<file path="config.mk">
export PLATFORM = sky130hd
export DESIGN_NAME = xbus_ctrl
export DESIGN_NICKNAME = d
export VERILOG_FILES = /design/src/rtl/xbus_pkg.sv /design/src/rtl/xbus_arb.sv /design/src/rtl/xbus_seq.sv /design/src/rtl/xbus_pins.sv /design/src/rtl/xbus_ctrl.sv
export SDC_FILE = /design/constraint.sdc
export NUM_CORES = 1
export LEC_CHECK = 0
export CORE_AREA = 5 5 85 87
export DETAILED_ROUTE_END_ITERATION = 10
export DIE_AREA = 0 0 90 92
export PLACE_DENSITY = 0.78
export SYNTH_ARGS = -nofsm -noshare
export SYNTH_HDL_FRONTEND = slang
export SYNTH_SLANG_ARGS = --single-unit
</file>
<file path="constraint.sdc">
create_clock -name clk -period 1.8 [get_ports clk]
set_clock_uncertainty 0.05 [all_clocks]
set_input_delay 0.18 -clock clk [delete_from_list [all_inputs] [get_ports clk]]
set_output_delay 0.18 -clock clk [all_outputs]
set_load 0.01 [all_outputs]
</file>
<file path="src/rtl/xbus_pkg.sv">
package xbus_pkg;

  localparam int XB_W = 8;

  typedef enum logic [2:0] {
    PH_IDLE = 3'd0,
    PH_ADDR = 3'd1,
    PH_HOLD = 3'd2,
    PH_STRB = 3'd3,
    PH_REL  = 3'd4
  } phase_e;

  typedef enum logic [1:0] {
    CY_FETCH = 2'd0,
    CY_READ  = 2'd1,
    CY_WRITE = 2'd2
  } cyc_e;

  typedef struct packed {
    cyc_e            kind;
    logic [XB_W-1:0] pg;
    logic [XB_W-1:0] hi;
    logic [XB_W-1:0] lo;
    logic [XB_W-1:0] wd;
  } xreq_t;

endpackage

</file>
<file path="src/rtl/xbus_arb.sv">
module xbus_arb
  import xbus_pkg::*;
(
  input  logic              accept_ok,
  input  logic              fetch_req,
  input  logic [2*XB_W-1:0] fetch_addr,
  input  logic              data_req,
  input  logic              data_we,
  input  logic [3*XB_W-1:0] data_addr,
  input  logic [XB_W-1:0]   data_wdata,
  output logic              start,
  output xreq_t             req
);

  always_comb begin
    start = accept_ok && (fetch_req || data_req);
    if (fetch_req) begin
      req.kind = CY_FETCH;
      req.pg   = '0;
      req.hi   = fetch_addr[2*XB_W-1:XB_W];
      req.lo   = fetch_addr[XB_W-1:0];
      req.wd   = '0;
    end else begin
      req.kind = data_we ? CY_WRITE : CY_READ;
      req.pg   = data_addr[3*XB_W-1:2*XB_W];
      req.hi   = data_addr[2*XB_W-1:XB_W];
      req.lo   = data_addr[XB_W-1:0];
      req.wd   = data_wdata;
    end
  end

endmodule

</file>
<file path="src/rtl/xbus_seq.sv">
module xbus_seq
  import xbus_pkg::*;
#(
  parameter int ADDR_CLKS = 2,
  parameter int HOLD_CLKS = 1,
  parameter int STRB_CLKS = 3,
  parameter int REL_CLKS  = 1
) (
  input  logic            clk,
  input  logic            rst_n,
  input  logic            start,
  input  xreq_t           req,
  input  logic [XB_W-1:0] p0_in,
  output logic            accept_ok,
  output phase_e          phase,
  output xreq_t           cur,
  output logic [XB_W-1:0] rdata,
  output logic            done
);

  localparam int MAX_AH = (ADDR_CLKS > HOLD_CLKS) ? ADDR_CLKS : HOLD_CLKS;
  localparam int MAX_SR = (STRB_CLKS > REL_CLKS) ? STRB_CLKS : REL_CLKS;
  localparam int MAXL   = (MAX_AH > MAX_SR) ? MAX_AH : MAX_SR;
  localparam int CNT_W  = (MAXL > 1) ? $clog2(MAXL) : 1;

  localparam logic [CNT_W-1:0] ADDR_LAST = CNT_W'(ADDR_CLKS - 1);
  localparam logic [CNT_W-1:0] HOLD_LAST = CNT_W'(HOLD_CLKS - 1);
  localparam logic [CNT_W-1:0] STRB_LAST = CNT_W'(STRB_CLKS - 1);
  localparam logic [CNT_W-1:0] REL_LAST  = CNT_W'(REL_CLKS - 1);

  phase_e           phase_q, phase_d;
  logic [CNT_W-1:0] cnt_q, cnt_d;
  xreq_t            cur_q;
  logic [XB_W-1:0]  rdata_q;
  logic             done_q, done_d;
  logic             cur_en, rd_en, last;

  // next-state logic
  always_comb begin
    phase_d = phase_q;
    cnt_d   = cnt_q;
    cur_en  = 1'b0;
    rd_en   = 1'b0;
    done_d  = 1'b0;
    last    = (cnt_q == '0);
    case (phase_q)
      PH_IDLE: begin
        if (start) begin
          phase_d = PH_ADDR;
          cnt_d   = ADDR_LAST;
          cur_en  = 1'b1;
        end
      end
      PH_ADDR: begin
        if (last) begin
          phase_d = PH_HOLD;
          cnt_d   = HOLD_LAST;
        end else begin
          cnt_d = cnt_q - 1'b1;
        end
      end
      PH_HOLD: begin
        if (last) begin
          phase_d = PH_STRB;
          cnt_d   = STRB_LAST;
        end else begin
          cnt_d = cnt_q - 1'b1;
        end
      end
      PH_STRB: begin
        if (last) begin
          phase_d = PH_REL;
          cnt_d   = REL_LAST;
          rd_en   = (cur_q.kind != CY_WRITE);
        end else begin
          cnt_d = cnt_q - 1'b1;
        end
      end
      PH_REL: begin
        if (last) begin
          phase_d = PH_IDLE;
          cnt_d   = '0;
          done_d  = 1'b1;
        end else begin
          cnt_d = cnt_q - 1'b1;
        end
      end
      default: begin
        phase_d = PH_IDLE;
        cnt_d   = '0;
      end
    endcase
  end

  // state registers
  always_ff @(posedge clk or negedge rst_n) begin
    if (!rst_n) begin
      phase_q <= PH_IDLE;
      cnt_q   <= '0;
      done_q  <= 1'b0;
    end else begin
      phase_q <= phase_d;
      cnt_q   <= cnt_d;
      done_q  <= done_d;
    end
  end

  // captured request, loaded only at acceptance
  always_ff @(posedge clk or negedge rst_n) begin
    if (!rst_n) begin
      cur_q <= '0;
    end else if (cur_en) begin
      cur_q <= req;
    end
  end

  // returned byte, loaded on the last strobe clock
  always_ff @(posedge clk or negedge rst_n) begin
    if (!rst_n) begin
      rdata_q <= '0;
    end else if (rd_en) begin
      rdata_q <= p0_in;
    end
  end

  assign accept_ok = (phase_q == PH_IDLE) && !done_q;
  assign phase     = phase_q;
  assign cur       = cur_q;
  assign rdata     = rdata_q;
  assign done      = done_q;

endmodule

</file>
<file path="src/rtl/xbus_pins.sv">
module xbus_pins
  import xbus_pkg::*;
(
  input  phase_e          phase,
  input  xreq_t           cur,
  output logic            ale,
  output logic            psen_n,
  output logic            rd_n,
  output logic            wr_n,
  output logic [XB_W-1:0] p0_out,
  output logic            p0_oe,
  output logic [XB_W-1:0] p2_out,
  output logic            p2_oe
);

  logic addr_ph, strb_ph, data_ph, is_wr;

  always_comb begin
    addr_ph = (phase == PH_ADDR) || (phase == PH_HOLD);
    strb_ph = (phase == PH_STRB);
    data_ph = (phase == PH_STRB) || (phase == PH_REL);
    is_wr   = (cur.kind == CY_WRITE);

    ale    = (phase == PH_ADDR);
    psen_n = !(strb_ph && (cur.kind == CY_FETCH));
    rd_n   = !(strb_ph && (cur.kind == CY_READ));
    wr_n   = !(strb_ph && is_wr);

    p0_oe  = addr_ph || (data_ph && is_wr);
    if (addr_ph) begin
      p0_out = cur.lo;
    end else if (data_ph && is_wr) begin
      p0_out = cur.wd;
    end else begin
      p0_out = '0;
    end

    p2_oe = (phase != PH_IDLE);
    if (phase == PH_IDLE) begin
      p2_out = '0;
    end else if (ale && (cur.kind != CY_FETCH)) begin
      p2_out = cur.pg;
    end else begin
      p2_out = cur.hi;
    end
  end

endmodule

</file>
<file path="src/rtl/xbus_ctrl.sv">
module xbus_ctrl
  import xbus_pkg::*;
#(
  parameter int ADDR_CLKS = 2,
  parameter int HOLD_CLKS = 1,
  parameter int STRB_CLKS = 3,
  parameter int REL_CLKS  = 1
) (
  input  logic              clk,
  input  logic              rst_n,
  input  logic              fetch_req,
  input  logic [2*XB_W-1:0] fetch_addr,
  input  logic              data_req,
  input  logic              data_we,
  input  logic [3*XB_W-1:0] data_addr,
  input  logic [XB_W-1:0]   data_wdata,
  output logic              busy,
  output logic              fetch_done,
  output logic              data_done,
  output logic [XB_W-1:0]   rdata,
  output logic              ale,
  output logic              psen_n,
  output logic              rd_n,
  output logic              wr_n,
  output logic [XB_W-1:0]   p0_out,
  output logic              p0_oe,
  input  logic [XB_W-1:0]   p0_in,
  output logic [XB_W-1:0]   p2_out,
  output logic              p2_oe
);

  // asynchronous assert, synchronous release
  logic [1:0] rst_sync_q;
  logic       rst_int_n;

  always_ff @(posedge clk or negedge rst_n) begin
    if (!rst_n) begin
      rst_sync_q <= 2'b00;
    end else begin
      rst_sync_q <= {rst_sync_q[0], 1'b1};
    end
  end
  assign rst_int_n = rst_sync_q[1];

  logic   accept_ok, start, done;
  xreq_t  req, cur;
  phase_e phase;

  xbus_arb u_arb (
    .accept_ok (accept_ok),
    .fetch_req (fetch_req),
    .fetch_addr(fetch_addr),
    .data_req  (data_req),
    .data_we   (data_we),
    .data_addr (data_addr),
    .data_wdata(data_wdata),
    .start     (start),
    .req       (req)
  );

  xbus_seq #(
    .ADDR_CLKS(ADDR_CLKS),
    .HOLD_CLKS(HOLD_CLKS),
    .STRB_CLKS(STRB_CLKS),
    .REL_CLKS (REL_CLKS)
  ) u_seq (
    .clk      (clk),
    .rst_n    (rst_int_n),
    .start    (start),
    .req      (req),
    .p0_in    (p0_in),
    .accept_ok(accept_ok),
    .phase    (phase),
    .cur      (cur),
    .rdata    (rdata),
    .done     (done)
  );

  xbus_pins u_pins (
    .phase (phase),
    .cur   (cur),
    .ale   (ale),
    .psen_n(psen_n),
    .rd_n  (rd_n),
    .wr_n  (wr_n),
    .p0_out(p0_out),
    .p0_oe (p0_oe),
    .p2_out(p2_out),
    .p2_oe (p2_oe)
  );

  assign busy       = (phase != PH_IDLE);
  assign fetch_done = done && (cur.kind == CY_FETCH);
  assign data_done  = done && (cur.kind != CY_FETCH);

endmodule

</file>
## After elaboration in Yosys (flattened, before gate mapping)

Index checks and enable logic that the tools add are counted.
W data, S select, Z words.

- $add $sub $neg: 1
- Equality and inequality tests: 12
- Multiplexer cells: 22
- Reduce and logical (&&, ||, !) cells: 24

Operators with widths:

| kind | number |
|---|---|
| $mux W34 | 1 |
| $mux W8 | 4 |
| $mux W3 | 5 |
| $pmux W3 S5 | 1 |
| $ne A2 B2 Y1 const B | 5 |
| $logic_and A1 B1 Y1 | 9 |
| $mux W2 | 4 |
| $eq A3 B2 Y1 const B | 2 |
| $mux W1 | 6 |
| $pmux W2 S3 | 1 |
| $reduce_and A5 Y1 | 1 |
| $logic_not A1 Y1 | 4 |
| $logic_not A2 Y1 | 2 |
| $logic_or A1 B1 Y1 | 4 |
| $eq A3 B1 Y1 const B | 1 |
| $eq A3 B3 Y1 const B | 1 |
| $logic_not A3 Y1 | 1 |
| $reduce_bool A3 Y1 | 1 |
| $reduce_or A3 Y1 | 1 |
| $eq A2 B1 Y1 const B | 1 |
| $eq A2 B2 Y1 const B | 1 |
| $ne A2 B1 Y1 const B | 1 |
| $reduce_bool A2 Y1 | 1 |
| $sub A2 B1 Y2 const B | 1 |

- Register bits after elaboration: 50
- Input bits: 61
- Output and inout port bits: 33
- Logic and storage cells: 69

## Longest topological paths before layout

- Word-level depth: 5
- Depth in mapped cells: 6
- Depth with buffers taken out: 5

## Modules after synthesis

A second synthesis with hierarchy kept.

- Cells, all modules: 226
- Area, all modules: 2,743.9 µm²

By module, submodules not included:

| module | instances | cells each | area each (µm²) | sequential area each (µm²) |
|---|---|---|---|---|
| xbus_seq | 1 | 126 | 1,935.6 | 1,201.2 |
| xbus_arb | 1 | 39 | 386.6 | 0.0 |
| xbus_pins | 1 | 55 | 346.6 | 0.0 |
| xbus_ctrl | 1 | 6 | 75.1 | 50.0 |

## Worst setup path before layout

OpenSTA, ideal clock, no wires.

- Path type: flip-flop to output port
- Start: reg u_seq.phase_q[2] (netlist: u_seq.phase[2])
- End: out p2_out[0]
- Arrival time: 1,364 ps
- Data required time: 1,570 ps
- Setup slack: 206 ps
- Stages on the path, launching flop included: 6
- Buffers on the path: 1
- Cells stage by stage: dfrtp_1 -> or3b_1 -> buf_2 -> inv_2 -> nand3_1 -> a21oi_1

- Word-level cells in the longest chain between the ends: 4
- Elaborated cells on any way between the ends: 5
- Those cells by class: 1 x eq/ne; 2 x mux; 2 x reduce/logical

RTL lines:

| element | RTL line | text |
|---|---|---|
| start, declared | xbus_seq.sv:31 | `phase_e phase_q, phase_d;` |
| start signal, assigned | xbus_seq.sv:102 | `phase_q <= phase_d;` |
| $eq A3 B1 Y1 | xbus_pins.sv:24 | `ale = (phase == PH_ADDR);` |
| named net ale | xbus_ctrl.sv:21 | `output logic ale,` |
| $logic_and A1 B1 Y1 | xbus_pins.sv:41 | `end else if (ale && (cur.kind != CY_FETCH)) begin` |
| $mux W8 | xbus_pins.sv:41 |  |
| $mux W8 | xbus_pins.sv:39 | `if (phase == PH_IDLE) begin` |
| end, declared | xbus_ctrl.sv:28 | `output logic [XB_W-1:0] p2_out,` |

The timed path passes the listed nets, and every way through them passes these cells.

## Final worst setup path

- Start: reg u_seq.phase_q[1] (netlist: u_seq.phase[1])
- End: out p2_out[2]

- Word-level cells in the longest chain between the ends: 4
- Elaborated cells on any way between the ends: 5
- Those cells by class: 1 x eq/ne; 2 x mux; 2 x reduce/logical

RTL lines:

| element | RTL line |
|---|---|
| $eq A3 B1 Y1 | xbus_pins.sv:24 |
| $logic_and A1 B1 Y1 | xbus_pins.sv:41 |
| $mux W8 | xbus_pins.sv:41 |
| $mux W8 (*) | xbus_pins.sv:39 |

Every way passes the cells marked *; elsewhere a longest branch is shown, timed or not.

==> results.json <==
{
  "status": "complete, but fails checks",
  "violations": "setup timing",
  "synthesis.nets": 325,
  "synth_edf_count": 0,
  "antenna_cells": 0,
  "hpwl_mm": 5.59,
  "synth-seq-cells": 50,
  "slew_viol_final": 0,
  "fp.dieH_um": 92,
  "syn_inst": 261,
  "layout_common_cells": "clkdlybuf4s50_1, dfrtp_1, o21ai_1",
  "rsz0062_at_grt": "yes",
  "core-area_mm2": 0.00628,
  "start_kind": "flip-flop",
  "maxCapViolations": 0,
  "leakage_nw": 1.90,
  "die_x_um": 90,
  "setup_viol": 18,
  "htreeDepth": 2,
  "first_global_vias": 2663,
  "antenna_left": 0,
  "cellPowerDensity_mw_per_mm2": 1700,
  "drt-total-wl_mm": 8.33,
  "initial_core_util_pct": 44.8,
  "antenna_found_initial": 0,
  "io_buffers": 93,
  "place_inst": 434,
  "hp-class": "flip-flop to asynchronous set/reset pin",
  "drc_errors": 0,
  "cts.clk_slew.worst_paths_ns": 0.09,
  "grt_max_degree": 38,
  "drt_iter0_markers": 158,
  "clockBufferDepth": 2,
  "arrival_ns": 1.73,
  "avgSynthCellArea_um2": 10.8,
  "clock_latency_ns": 0.30,
  "cts.sinks": 50,
  "crit_type": "flip-flop to primary output",
  "period_share_pct": 109,
  "drtPass1Iterations": 5,
  "ios": 94,
  "routabilityCongestion": 0.931,
  "num_rows": 29,
  "syn_area_mm2": 0.00282,
  "cts_buffers": 5,
  "grt_first_pass_wirelength_mm": 13.3,
  "placed_area_mm2": 0.00393,
  "final_common_cell": "clkdlybuf4s50_1",
  "fin_nets": 448,
  "slowest_stage": "dfrtp_1",
  "final_hold_viol_count": 0,
  "fin_hold_ws_ns": 0.101,
  "max_stage_delay_ns": 0.43,
  "stdcell_count": 462,
  "num_vias": 2524,
  "track_usage_pct": 19.6,
  "cp.required_ns": 1.57,
  "drive_gt1_share_pct": 37.4,
  "seq_area_frac_synth_pct": 44.4,
  "via_per_inst": 5.46,
  "period_needed_ns": 1.96,
  "die_area_mm2": 0.00828,
  "worstPathMaxFanout": 6,
  "overflow": 0,
  "ir_drop_mv": 1.04,
  "maxClockFrequency_ghz": 0.509,
  "synthFlopType": "dfrtp_1",
  "cts_tree": "built",
  "critPathTopFamily": "simple AND/OR/NAND/NOR gates",
  "fin_ws_ns": -0.163,
  "end_kind": "primary output",
  "syn_to_final_growth_pct": 54.4,
  "async_reset_ff_share_pct": 100,
  "worstPathBufferInverterCount": 3,
  "fin_area_mm2": 0.00435,
  "root_buffer": "clkbuf_8",
  "yosysWarningCount": 0,
  "synth.distinct_cells": 42,
  "path_cells": "or3b_4 -> clkinv_4 -> buf_6 -> nand3_1 -> a21oi_2 -> buf_2",
  "detail_route.wl_per_cell_um": 18.0
}
## sequential cells by signal, summed over array words and instances (netlist names)
name / count
u_seq.done: 1
rst_sync_q: 2
u_seq.cnt_q: 2
u_seq.phase: 3
u_seq.cur: 34
u_seq.rdata: 8
## what timing repair did
item / 4_1_cts / 5_1_grt
endpoints found under the setup margin: 41 / 31
cloned: 1 / 3
hold buffers: 1 / 0
pin swaps: 15 / 9
endpoints found under the hold margin: 2 / 0
setup buffers: 11 / 8
gates resized for setup: 117 / 31
## metal layers
metal / track usage (%) / vias to the layer above / wire length, µm
li1: - / 1190 / -
met1: 23.7 / 1231 / 3430
met2: 35.2 / 94 / 4290
met3: 4.50 / 9 / 507
met4: 4.96 / 0 / 106
met5: 0 / - / 0
## worst paths after layout
path,start,endpoint,slack (ns),cells past startpoint
min in group clk,rst_sync_q[0]$_DFF_PN0_,rst_sync_q[1]$_DFF_PN0_,0.31,0
min,rst_sync_q[1]$_DFF_PN0_,u_seq.cur[4]$_DFFE_PN0P_,0.10,0
max reg2reg,u_seq.cnt_q[0]$_DFFE_PN0P_,u_seq.rdata[4]$_DFFE_PN0P_,0.09,6
max,u_seq.phase[1]$_DFFE_PN0P_,p2_out[2],-0.16,6
min reg2reg,rst_sync_q[1]$_DFF_PN0_,u_seq.cur[4]$_DFFE_PN0P_,0.10,0
max in group asynchronous,rst_n,rst_sync_q[1]$_DFF_PN0_,1.04,2
## worst register-to-register path: stages, from the launching register on
cell and delay (ns):
dfrtp_1 0.41, inv_1 0.11, ha_2 0.21, nand4b_1 0.20
nor2_4 0.17, buf_12 0.13, mux2_1 0.33
## report_power, final
group	switching, mW	internal, mW	total [mW]
Combinational	2.40	2.34	4.74
Sequential	0.329	1.61	1.94
Clock	0.372	0.353	0.725
## cell type report
class | instances | area [µm²]
fill | 464 | 1930
multi-input combinational | 171 | 1570
sequential | 50 | 1250
timing repair buffer | 134 | 1230
clock buffer | 7 | 96.3
tap | 77 | 96.3
inverter | 22 | 87.6
clock inverter | 1 | 8.76
## logic make-up after synthesis
kind of cell	share of synthesized area (%)
buffers and inverters	7.11
flip-flops	44.4
XOR/XNOR	1.20
other	0.133
AO/OA/AOI/OAI	20.7
multiplexers	16.0
AND/OR/NAND/NOR	8.71
adder cells (fa/ha/maj)	1.69
## cell usage after synthesis (2+ instances only)
cell type,n,share of area (%)
dfrtp_1,50,44
nand3_1,16,2.8
nor2_1,4,0.53
a22oi_1,8,2.1
o41ai_2,11,6.4
nand2_1,7,0.93
mux2_1,22,8.8
inv_2,2,0.27
o21ai_1,26,4.6
mux2_2,18,7.2
inv_1,20,2.7
ha_1,3,1.3
and2_1,3,0.67
buf_4,3,0.80
o41ai_1,7,2.2
clkbuf_1,5,0.67
a21oi_1,10,1.8
nor2b_1,3,0.67
nor2_4,2,0.80
o21ai_0,9,1.6
buf_6,2,0.80
buf_2,10,1.8
## metrics by stage
| stage | TNS (ns) | power [mW] | util (%) | worst slack (ns) |
|---|---|---|---|---|
| after floorplan | 0 | 4.13 | - | 0.206 |
| after global placement | -2.42 | 5.85 | 62.7 | -0.196 |
| after detailed placement | -3.54 | 5.99 | 62.7 | -0.221 |
| after CTS | -1.14 | 6.95 | 66.8 | -0.180 |
| after global routing | -3.02 | 7.91 | 69.3 | -0.229 |
| final | -2.06 | 7.41 | 69.3 | -0.163 |
Note: power is estimated with default switching activity, not from simulation.
